<file path="src/rtl/accel_ctl_pkg.sv">
package accel_ctl_pkg;

    localparam logic [7:0] OFF_CTRL    = 8'h00;
    localparam logic [7:0] OFF_GIE     = 8'h04;
    localparam logic [7:0] OFF_IER     = 8'h08;
    localparam logic [7:0] OFF_ISR     = 8'h0C;
    localparam logic [7:0] OFF_ARG_A   = 8'h10;
    localparam logic [7:0] OFF_ARG_B   = 8'h18;
    localparam logic [7:0] OFF_ARG_C   = 8'h20;
    localparam logic [7:0] OFF_RES     = 8'h28;
    localparam logic [7:0] OFF_RES_VLD = 8'h2C;

    localparam int BIT_START = 0;
    localparam int BIT_DONE  = 1;
    localparam int BIT_IDLE  = 2;
    localparam int BIT_READY = 3;
    localparam int BIT_AUTO  = 7;

    localparam int NUM_IRQ_CH = 2;

    typedef enum logic [3:0] {
        SEL_NONE,
        SEL_CTRL,
        SEL_GIE,
        SEL_IER,
        SEL_ISR,
        SEL_ARG_A,
        SEL_ARG_B,
        SEL_ARG_C,
        SEL_RES,
        SEL_RES_VLD
    } reg_sel_e;

    function automatic reg_sel_e decode_sel(input logic [31:0] byte_addr);
        reg_sel_e s;
        s = SEL_NONE;
        if (byte_addr[31:8] == '0) begin
            case ({byte_addr[7:2], 2'b00})
                OFF_CTRL:    s = SEL_CTRL;
                OFF_GIE:     s = SEL_GIE;
                OFF_IER:     s = SEL_IER;
                OFF_ISR:     s = SEL_ISR;
                OFF_ARG_A:   s = SEL_ARG_A;
                OFF_ARG_B:   s = SEL_ARG_B;
                OFF_ARG_C:   s = SEL_ARG_C;
                OFF_RES:     s = SEL_RES;
                OFF_RES_VLD: s = SEL_RES_VLD;
                default:     s = SEL_NONE;
            endcase
        end
        return s;
    endfunction

endpackage

</file>
<file path="src/rtl/acr_axil_wr.sv">
module acr_axil_wr #(
    parameter int ADDR_W = 6,
    parameter int DATA_W = 32,
    localparam int STRB_W = DATA_W / 8
) (
    input  logic              clk,
    input  logic              rst_n,
    input  logic [ADDR_W-1:0] awaddr,
    input  logic              awvalid,
    output logic              awready,
    input  logic [DATA_W-1:0] wdata,
    input  logic [STRB_W-1:0] wstrb,
    input  logic              wvalid,
    output logic              wready,
    output logic              bvalid,
    input  logic              bready,
    output logic              wr_fire,
    output logic [ADDR_W-1:0] wr_addr,
    output logic [DATA_W-1:0] wr_data,
    output logic [STRB_W-1:0] wr_strb
);

    typedef struct packed {
        logic              aw_held;
        logic              w_held;
        logic [ADDR_W-1:0] addr;
        logic [DATA_W-1:0] data;
        logic [STRB_W-1:0] strb;
        logic              bvalid;
    } wr_state_t;

    wr_state_t st_d, st_q;

    always_comb begin
        st_d    = st_q;
        awready = !st_q.aw_held;
        wready  = !st_q.w_held;
        wr_fire = st_q.aw_held && st_q.w_held && !st_q.bvalid;
        if (awvalid && !st_q.aw_held) begin
            st_d.aw_held = 1'b1;
            st_d.addr    = awaddr;
        end
        if (wvalid && !st_q.w_held) begin
            st_d.w_held = 1'b1;
            st_d.data   = wdata;
            st_d.strb   = wstrb;
        end
        if (st_q.bvalid && bready) begin
            st_d.bvalid = 1'b0;
        end
        if (wr_fire) begin
            st_d.aw_held = 1'b0;
            st_d.w_held  = 1'b0;
            st_d.bvalid  = 1'b1;
        end
    end

    always_ff @(posedge clk) begin
        if (!rst_n) begin
            st_q <= '0;
        end else begin
            st_q <= st_d;
        end
    end

    assign bvalid  = st_q.bvalid;
    assign wr_addr = st_q.addr;
    assign wr_data = st_q.data;
    assign wr_strb = st_q.strb;

endmodule

</file>
<file path="src/rtl/acr_axil_rd.sv">
module acr_axil_rd #(
    parameter int ADDR_W = 6,
    parameter int DATA_W = 32
) (
    input  logic              clk,
    input  logic              rst_n,
    input  logic [ADDR_W-1:0] araddr,
    input  logic              arvalid,
    output logic              arready,
    output logic [DATA_W-1:0] rdata,
    output logic              rvalid,
    input  logic              rready,
    output logic              rd_fire,
    output logic [ADDR_W-1:0] rd_addr,
    input  logic [DATA_W-1:0] rd_word
);

    typedef struct packed {
        logic              rvalid;
        logic [DATA_W-1:0] data;
    } rd_state_t;

    rd_state_t st_d, st_q;

    always_comb begin
        st_d    = st_q;
        arready = !st_q.rvalid;
        rd_fire = arvalid && !st_q.rvalid;
        rd_addr = araddr;
        if (st_q.rvalid && rready) begin
            st_d.rvalid = 1'b0;
        end
        if (rd_fire) begin
            st_d.rvalid = 1'b1;
            st_d.data   = rd_word;
        end
    end

    always_ff @(posedge clk) begin
        if (!rst_n) begin
            st_q <= '0;
        end else begin
            st_q <= st_d;
        end
    end

    assign rvalid = st_q.rvalid;
    assign rdata  = st_q.data;

endmodule

</file>
<file path="src/rtl/acr_regfile.sv">
module acr_regfile
    import accel_ctl_pkg::*;
#(
    parameter int ADDR_W = 6,
    parameter int DATA_W = 32,
    parameter int ARG_W  = 8,
    localparam int STRB_W = DATA_W / 8
) (
    input  logic              clk,
    input  logic              rst_n,
    input  logic              wr_fire,
    input  logic [ADDR_W-1:0] wr_addr,
    input  logic [DATA_W-1:0] wr_data,
    input  logic [STRB_W-1:0] wr_strb,
    input  logic              rd_fire,
    input  logic [ADDR_W-1:0] rd_addr,
    output logic [DATA_W-1:0] rd_word,
    output logic              core_start,
    input  logic              core_done,
    input  logic              core_idle,
    input  logic              core_ready,
    output logic [ARG_W-1:0]  arg_a,
    output logic [ARG_W-1:0]  arg_b,
    output logic [ARG_W-1:0]  arg_c,
    input  logic [ARG_W-1:0]  core_result,
    input  logic              core_result_vld,
    output logic              irq,
    output logic              st_auto,
    output logic              st_done,
    output logic              st_gie,
    output logic [NUM_IRQ_CH-1:0] st_ier,
    output logic              st_res_vld,
    output logic              sw_start,
    output logic              ctrl_rd
);

    typedef struct packed {
        logic                  start;
        logic                  done;
        logic                  auto_rs;
        logic                  gie;
        logic [NUM_IRQ_CH-1:0] ier;
        logic [NUM_IRQ_CH-1:0] isr;
        logic [ARG_W-1:0]      a;
        logic [ARG_W-1:0]      b;
        logic [ARG_W-1:0]      c;
        logic [ARG_W-1:0]      la;
        logic [ARG_W-1:0]      lb;
        logic [ARG_W-1:0]      lc;
        logic [ARG_W-1:0]      res;
        logic                  res_vld;
    } regs_t;

    regs_t q, d;

    reg_sel_e              wsel;
    reg_sel_e              rsel;
    logic                  wen0;
    logic [DATA_W-1:0]     bmask;
    logic [ARG_W-1:0]      amask;
    logic                  hw_accept;
    logic                  launch;
    logic [NUM_IRQ_CH-1:0] tog;
    logic [NUM_IRQ_CH-1:0] events;

    // expand byte strobes into a bit mask
    generate
        for (genvar g = 0; g < STRB_W; g++) begin : g_mask
            assign bmask[g*8 +: 8] = {8{wr_strb[g]}};
        end
    endgenerate
    assign amask = bmask[ARG_W-1:0];

    always_comb begin
        d         = q;
        wsel      = decode_sel(32'(wr_addr));
        rsel      = decode_sel(32'(rd_addr));
        wen0      = wr_fire && wr_strb[0];
        sw_start  = wen0 && (wsel == SEL_CTRL) && wr_data[BIT_START];
        ctrl_rd   = rd_fire && (rsel == SEL_CTRL);
        hw_accept = q.start && core_ready;
        launch    = (sw_start && (!q.start || core_ready)) ||
                    (hw_accept && q.auto_rs);

        // launch request: hardware clear, software set wins
        if (hw_accept && !q.auto_rs) d.start = 1'b0;
        if (sw_start)                d.start = 1'b1;

        if (launch) begin
            d.la = q.a;
            d.lb = q.b;
            d.lc = q.c;
        end

        if (wen0) begin
            case (wsel)
                SEL_CTRL: d.auto_rs = wr_data[BIT_AUTO];
                SEL_GIE:  d.gie     = wr_data[0];
                SEL_IER:  d.ier     = wr_data[NUM_IRQ_CH-1:0];
                default:  ;
            endcase
        end
        if (wr_fire) begin
            case (wsel)
                SEL_ARG_A: d.a = (q.a & ~amask) | (wr_data[ARG_W-1:0] & amask);
                SEL_ARG_B: d.b = (q.b & ~amask) | (wr_data[ARG_W-1:0] & amask);
                SEL_ARG_C: d.c = (q.c & ~amask) | (wr_data[ARG_W-1:0] & amask);
                default:   ;
            endcase
        end

        // interrupt status: toggle on write, events take priority
        tog    = (wen0 && wsel == SEL_ISR) ? wr_data[NUM_IRQ_CH-1:0] : '0;
        events = {core_ready, core_done} & q.ier;
        d.isr  = (q.isr ^ tog) | events;

        if (ctrl_rd)   d.done = 1'b0;
        if (core_done) d.done = 1'b1;

        if (rd_fire && rsel == SEL_RES_VLD) d.res_vld = 1'b0;
        if (core_result_vld) begin
            d.res     = core_result;
            d.res_vld = 1'b1;
        end

        // read view
        rd_word = '0;
        case (rsel)
            SEL_CTRL: begin
                rd_word[BIT_START] = q.start;
                rd_word[BIT_DONE]  = q.done;
                rd_word[BIT_IDLE]  = core_idle;
                rd_word[BIT_READY] = core_ready;
                rd_word[BIT_AUTO]  = q.auto_rs;
            end
            SEL_GIE:     rd_word[0] = q.gie;
            SEL_IER:     rd_word[NUM_IRQ_CH-1:0] = q.ier;
            SEL_ISR:     rd_word[NUM_IRQ_CH-1:0] = q.isr;
            SEL_ARG_A:   rd_word[ARG_W-1:0] = q.a;
            SEL_ARG_B:   rd_word[ARG_W-1:0] = q.b;
            SEL_ARG_C:   rd_word[ARG_W-1:0] = q.c;
            SEL_RES:     rd_word[ARG_W-1:0] = q.res;
            SEL_RES_VLD: rd_word[0] = q.res_vld;
            default:     ;
        endcase
    end

    always_ff @(posedge clk) begin
        if (!rst_n) begin
            q <= '0;
        end else begin
            q <= d;
        end
    end

    assign core_start = q.start;
    assign arg_a      = q.la;
    assign arg_b      = q.lb;
    assign arg_c      = q.lc;
    assign irq        = q.gie && |(q.ier & q.isr);
    assign st_auto    = q.auto_rs;
    assign st_done    = q.done;
    assign st_gie     = q.gie;
    assign st_ier     = q.ier;
    assign st_res_vld = q.res_vld;

endmodule

</file>
<file path="src/rtl/accel_ctl_regs.sv">
module accel_ctl_regs
    import accel_ctl_pkg::*;
#(
    parameter int ADDR_W = 6,
    parameter int DATA_W = 32,
    parameter int ARG_W  = 8,
    localparam int STRB_W = DATA_W / 8
) (
    input  logic              aclk,
    input  logic              aresetn,
    input  logic [ADDR_W-1:0] s_axi_awaddr,
    input  logic              s_axi_awvalid,
    output logic              s_axi_awready,
    input  logic [DATA_W-1:0] s_axi_wdata,
    input  logic [STRB_W-1:0] s_axi_wstrb,
    input  logic              s_axi_wvalid,
    output logic              s_axi_wready,
    output logic [1:0]        s_axi_bresp,
    output logic              s_axi_bvalid,
    input  logic              s_axi_bready,
    input  logic [ADDR_W-1:0] s_axi_araddr,
    input  logic              s_axi_arvalid,
    output logic              s_axi_arready,
    output logic [DATA_W-1:0] s_axi_rdata,
    output logic [1:0]        s_axi_rresp,
    output logic              s_axi_rvalid,
    input  logic              s_axi_rready,
    output logic              core_start,
    input  logic              core_done,
    input  logic              core_idle,
    input  logic              core_ready,
    output logic [ARG_W-1:0]  arg_a,
    output logic [ARG_W-1:0]  arg_b,
    output logic [ARG_W-1:0]  arg_c,
    input  logic [ARG_W-1:0]  core_result,
    input  logic              core_result_vld,
    output logic              irq
);

    logic                  wr_fire;
    logic [ADDR_W-1:0]     wr_addr;
    logic [DATA_W-1:0]     wr_data;
    logic [STRB_W-1:0]     wr_strb;
    logic                  rd_fire;
    logic [ADDR_W-1:0]     rd_addr;
    logic [DATA_W-1:0]     rd_word;
    logic                  st_auto;
    logic                  st_done;
    logic                  st_gie;
    logic [NUM_IRQ_CH-1:0] st_ier;
    logic                  st_res_vld;
    logic                  sw_start;
    logic                  ctrl_rd;

    assign s_axi_bresp = 2'b00;
    assign s_axi_rresp = 2'b00;

    acr_axil_wr #(.ADDR_W(ADDR_W), .DATA_W(DATA_W)) u_wr (
        .clk     (aclk),
        .rst_n   (aresetn),
        .awaddr  (s_axi_awaddr),
        .awvalid (s_axi_awvalid),
        .awready (s_axi_awready),
        .wdata   (s_axi_wdata),
        .wstrb   (s_axi_wstrb),
        .wvalid  (s_axi_wvalid),
        .wready  (s_axi_wready),
        .bvalid  (s_axi_bvalid),
        .bready  (s_axi_bready),
        .wr_fire (wr_fire),
        .wr_addr (wr_addr),
        .wr_data (wr_data),
        .wr_strb (wr_strb)
    );

    acr_axil_rd #(.ADDR_W(ADDR_W), .DATA_W(DATA_W)) u_rd (
        .clk     (aclk),
        .rst_n   (aresetn),
        .araddr  (s_axi_araddr),
        .arvalid (s_axi_arvalid),
        .arready (s_axi_arready),
        .rdata   (s_axi_rdata),
        .rvalid  (s_axi_rvalid),
        .rready  (s_axi_rready),
        .rd_fire (rd_fire),
        .rd_addr (rd_addr),
        .rd_word (rd_word)
    );

    acr_regfile #(.ADDR_W(ADDR_W), .DATA_W(DATA_W), .ARG_W(ARG_W)) u_regs (
        .clk             (aclk),
        .rst_n           (aresetn),
        .wr_fire         (wr_fire),
        .wr_addr         (wr_addr),
        .wr_data         (wr_data),
        .wr_strb         (wr_strb),
        .rd_fire         (rd_fire),
        .rd_addr         (rd_addr),
        .rd_word         (rd_word),
        .core_start      (core_start),
        .core_done       (core_done),
        .core_idle       (core_idle),
        .core_ready      (core_ready),
        .arg_a           (arg_a),
        .arg_b           (arg_b),
        .arg_c           (arg_c),
        .core_result     (core_result),
        .core_result_vld (core_result_vld),
        .irq             (irq),
        .st_auto         (st_auto),
        .st_done         (st_done),
        .st_gie          (st_gie),
        .st_ier          (st_ier),
        .st_res_vld      (st_res_vld),
        .sw_start        (sw_start),
        .ctrl_rd         (ctrl_rd)
    );

endmodule

</file>
<file path="config.mk">
export PLATFORM = sky130hd
export DESIGN_NAME = accel_ctl_regs
export DESIGN_NICKNAME = d
export VERILOG_FILES = /design/src/rtl/accel_ctl_pkg.sv /design/src/rtl/acr_axil_wr.sv /design/src/rtl/acr_axil_rd.sv /design/src/rtl/acr_regfile.sv /design/src/rtl/accel_ctl_regs.sv
export SDC_FILE = /design/constraint.sdc
export NUM_CORES = 1
export LEC_CHECK = 0
export BUFFER_PORTS_ARGS = -buffer_cell sky130_fd_sc_hd__buf_2
export CAP_MARGIN = 5
export CORE_MARGIN = 10
export CORE_UTILIZATION = 51
export DETAILED_ROUTE_END_ITERATION = 10
export GPL_TIMING_DRIVEN = 0
export PLACE_DENSITY = 0.88
export SETUP_SLACK_MARGIN = 0.2
export SLEW_MARGIN = 10
export SYNTH_ARGS = -nofsm -noshare
export SYNTH_HDL_FRONTEND = slang
export SYNTH_SLANG_ARGS = --single-unit
</file>
<file path="constraint.sdc">
create_clock -name aclk -period 1.9 [get_ports aclk]
set_input_delay 0.38 -clock aclk [delete_from_list [all_inputs] [get_ports aclk]]
set_output_delay 0.38 -clock aclk [all_outputs]
set_load 0.05 [all_outputs]
</file>
==> After elaboration in Yosys (flattened, before gate mapping) <==
Index checks and enable logic that the tools add are counted.
{ "word_totals": {"inputBits": 67, "word_cells": 126, "ff_bits": 92} }
{ "op_classes": {"muxes": 18, "n_eq_ne": 32, "bitwise": 13, "n_reduce_logical": 41} }
{ "op_table": {"columns": ["op", "count"], "rows": [
  ["$pmux 4 s9", 2],
  ["$eq 4x3->1 const B", 12],
  ["$mux 33", 1],
  ["$and 8x8->8", 4],
  ["$eq 4x2->1 const B", 8],
  ["$eq 4x4->1 const B", 8],
  ["$or 8x8->8", 3],
  ["$logic_and 1x1->1", 18],
  ["$eq 4x1->1 const B", 4],
  ["$pmux 3 s4", 1],
  ["$reduce_and 2->1", 6],
  ["$pmux 2 s5", 1],
  ["$reduce_bool 2->1", 5],
  ["$mux 1", 9],
  ["$pmux 1 s9", 1],
  ["$logic_not 4->1", 2],
  ["$not 8->8", 1],
  ["$pmux 1 s7", 1],
  ["$logic_not 1->1", 6],
  ["$pmux 1 s5", 1],
  ["$and 2x2->2", 2],
  ["$reduce_or 2->1", 2],
  ["$logic_or 1x1->1", 2],
  ["$mux 2", 1],
  ["other kinds (3)", 3]
]} }

==> Depth between registers and ports, before layout <==
{ "logic_depth": {"word_depth": 7, "depth_mapped": 6} }

==> Hierarchy <==
From an unflattened synthesis, not the netlist that was laid out.
{ "hier_totals": {"hier_cells": 891, "hier_area_um2": 7756.2} }
{ "by_module_without_submodules": {"columns": ["module", "area_each_um2", "cells_each", "n_inst"], "rows": [
  ["acr_regfile", 4107.7, 497, 1],
  ["acr_axil_wr", 2214.6, 239, 1],
  ["acr_axil_rd", 1400.1, 150, 1],
  ["accel_ctl_regs", 33.8, 5, 1]
]} }

==> Worst setup path before layout <==
OpenSTA, ideal clock, no wires.
{ "synth_timing": {"kind": "register -> register", "start": "reg u_wr.st_q (netlist bit u_wr.bvalid)", "end": "reg (tool-made name)", "arrival_ns": 1.653, "path_stages_with_launch": 7, "path_slack_ns": 0.125, "cell_sequence": "dfxtp_1 > nand3b_1 > or4b_1 > clkbuf_1 > buf_6 > nand3_1 > o21ai_0"} }
{ "synth_rtl": {"columns": ["item", "line", "text"], "rows": [
  ["start: declaration", "acr_axil_wr.sv:32", "wr_state_t st_d, st_q;"],
  ["start signal: assignment", "acr_axil_wr.sv:62", "st_q <= st_d;"]
]} }

==> flow_summary.ini <==
[run_status]
outcome = finished clean

[route]
first_pass_iters = 4
wl_per_cell_um = 16.05
postRouteAntennaNets = 0
drt-initial-drc-count = 283
vias_per_cell = 5.087
drc = 0
totalWireLength_um = 11590
num_vias = 3673

[critical_path]
slowest_stage = or4b_1
r2r_cells = 6
critical_path.top_delay_family = simple AND/OR/NAND/NOR gates
crit_arrival_ns = 1.95
cp-end-kind = flip-flop
crit_start = u_wr.bvalid
r2r_start = u_wr.bvalid
crit_buf_inv = 2
crit_chain = nand3b_1 > or4b_1 > buf_4 > buf_6 > nand3_1 > o21ai_0
setup.worst_path.start_class = flip-flop
r2r_slack_ns = 0.20
critical_path_depth = 6
required_ns = 2.15
critPathKind = reg -> reg
crit_path_max_incr_delay_ns = 0.55
crit_fanout = 10

[floorplanning]
die-area_um2 = 12620
start_util_pct = 52.65
ios = 134
dieHeight_um = 112.3
rows = 33
core_um2 = 8258
chipWidth_um = 112.3

[synthesis]
async_flop_share_pct = 0
synth_seq_area_share_pct = 41.44
syn_area_um2 = 4348
synth-edff-count = 0
yosysTopAreaCell = dfxtp_1
yosys.area_share.xor_xnor_pct = 0.6043
synth_area_per_cell_um2 = 8.766
synth_top_family_by_area = simple AND/OR/NAND/NOR gates
synth.top_cells.by_area = dfxtp_1 41%, mux2i_1 12%, nand2_1 9.3%
ys_warn_count = 0
yosys_most_used_dff = dfxtp_1
ys_ff_latch = 90
netlist_instances = 496
synth_top_area_share_pct = 41.44
yosys.area_share.simple_pct = 21.32
synthAdderAreaFrac_pct = 0
ys_types = 46
synth_compound_area_share_pct = 11.25
synthMuxAreaShare_pct = 12.43

[finish]
diodes = 0
nFillCells = 709
nets = 680
fin_area_um2 = 5278
syn_to_final_growth_pct = 21.38
fin_util_pct = 63.91
drive_gt1_share_pct = 27.39

[global_routing]
grt_max_degree = 16
grt_usage_pct = 18.12
grt_pass1_vias = 3708
grt_overflow_total = 0
grt_pass1_wl_um = 18620
antenna_found_initial = 0

[timing]
drv_slew = 0
worst_pin_slew_ns = 0.8240
slew_headroom_pct = 44.56
fin_crit_ns = 1.700
rsz0062_at_grt = yes
hold_violations = 0
setup_viol = 0
layout_setup_ws_ns = 0.1997
layout_worst_path_cycle_share_pct = 89.49
hold-worst-slack_ns = 0.2289
max_freq_ghz = 0.5881
fin_worst_skew_ns = 0.01518

[clocking]
cts.htree.levels = 3
cts_buffers = 9
cts_tree = yes
clk_pin_slew_ns = 0.09
clock_latency_ns = 0.37
cts_max_path_buffers = 2
clockRootBuffer = clkbuf_8
cts_sinks = 90
ctsHoldBuffers = 0

[placement]
placed_area_um2 = 4942
routabilityCongestion = 0.9072
numPortBuffers = 72
place_hpwl_um = 8964
pre_cts_slack_ns = -0.02925

[power]
p_leak_nw = 2.274
peakVddDrop_uv = 336.8
power_mw = 3.877
powerDensity_nw_per_um2 = 734.6

[job]
maxCapViolCount = 0

[min_path]
hold_class = in -> reg
==> cell type report <==
cell class | count | area, µm² | area share (%)
Multi-Input combinational cell | 347 | 2097 | 39.73
Sequential cell | 90 | 1812 | 34.33
Buffer | 82 | 559.3 | 10.60
Timing Repair Buffer | 79 | 449.2 | 8.511
Tap cell | 105 | 131.4 | 2.489
Clock buffer | 9 | 123.9 | 2.347
Clock inverter | 6 | 90.09 | 1.707
Inverter | 4 | 15.01 | 0.2845
==> cell usage in the layout (no fill, tap or decap), drive strengths merged, types with 2 or more instances in the layout <==
cell type / netlist / routed
nand3: 18 / 18
nand4b: 2 / 2
a21oi: 8 / 8
a21boi: 21 / 21
and4b: 2 / 2
xor2: 2 / 2
nand2b: 3 / 3
and3b: 2 / 2
and3: 3 / 3
clkinv: 0 / 2
o21ai: 23 / 23
nor2b: 24 / 24
nor2: 7 / 7
nand2: 108 / 108
o211ai: 2 / 2
o32ai: 2 / 2
nor3b: 2 / 2
a22oi: 5 / 5
bufinv: 0 / 2
dfxtp: 90 / 90
buf: 59 / 138
clkbuf: 23 / 32
nand3b: 4 / 4
mux2i: 54 / 54
o22ai: 5 / 5
or3b: 2 / 2
nand4: 5 / 5
inv: 4 / 5
nor3: 2 / 2
conb: 1 / 28
==> power breakdown <==
part           leakage [nW]  switching, mW  internal [mW]
Combinational          1.44          0.327          0.160
Clock                 0.106          0.691          0.738
Sequential            0.733         0.0377           1.92
Total                  2.27           1.05           2.82
==> worst min path at each step <==
stage | from | endpoint | slack (ns) | cells past startpoint
2_1_floorplan | u_regs.arg_a[0] | u_regs.arg_a[0] | 0.44 | 2
3_3_place_gp | u_rd.rdata[7] | u_rd.rdata[7] | 0.43 | 2
3_5_place_dp | u_rd.rdata[3] | u_rd.rdata[3] | 0.44 | 2
4_1_cts | s_axi_awvalid | u_wr.st_q[44] | 0.23 | 3
5_1_grt | s_axi_wdata[4] | u_wr.wr_data[4] | 0.25 | 3
6_report | s_axi_awvalid | u_wr.st_q[44] | 0.23 | 3
==> per-stage QoR <==
stage / cells / setup TNS (ns)
2_1_floorplan: 523 / 0
3_3_place_gp: 700 / -0.009494
3_5_place_dp: 700 / -0.02925
4_1_cts: 718 / 0
5_1_grt: 722 / 0
6_report: 722 / 0
==> synthesized netlist by cell type, drive strengths merged (4+ instances only) <==
master / instances
buf: 59
a21oi: 8
nor2: 7
a21boi: 21
nand3b: 4
dfxtp: 90
nor2b: 24
o22ai: 5
inv: 4
nand2: 108
a22oi: 5
clkbuf: 23
nand4: 5
mux2i: 54
o21ai: 23
nand3: 18
==> routing by layer <==
layer | vias to the layer above | wire (µm) | GRT usage [%]
met2 | 148 | 5499 | 29.24
met3 | 17 | 1022 | 5.964
li1 | 1833 | - | -
met5 | - | 0 | 0
met4 | 0 | 232 | 6.261
met1 | 1675 | 4833 | 22.14
==> cells by family (layout without fill, tap and decap cells) <==
family | after synthesis | in the layout
AOI/OAI and AO/OA | 73 | 73
other | 1 | 28
DFF | 90 | 90
buffers and inverters | 86 | 180
and+or+nand+nor | 189 | 189
muxes | 54 | 54
xor gates and xnor gates | 3 | 3
==> worst min-delay path, cell delays in order <==
cell    delay, ns
buf_2        0.08
nor2_1       0.03
nor2_1       0.07
==> repair_timing <==
action                                  CTS  global route
pin swaps                                 3             1
buffers inserted                          3             3
resized for setup                         8            10
endpoints found under the setup margin   28            34
cloned                                    0             1
(Power assumes the default switching activity.)
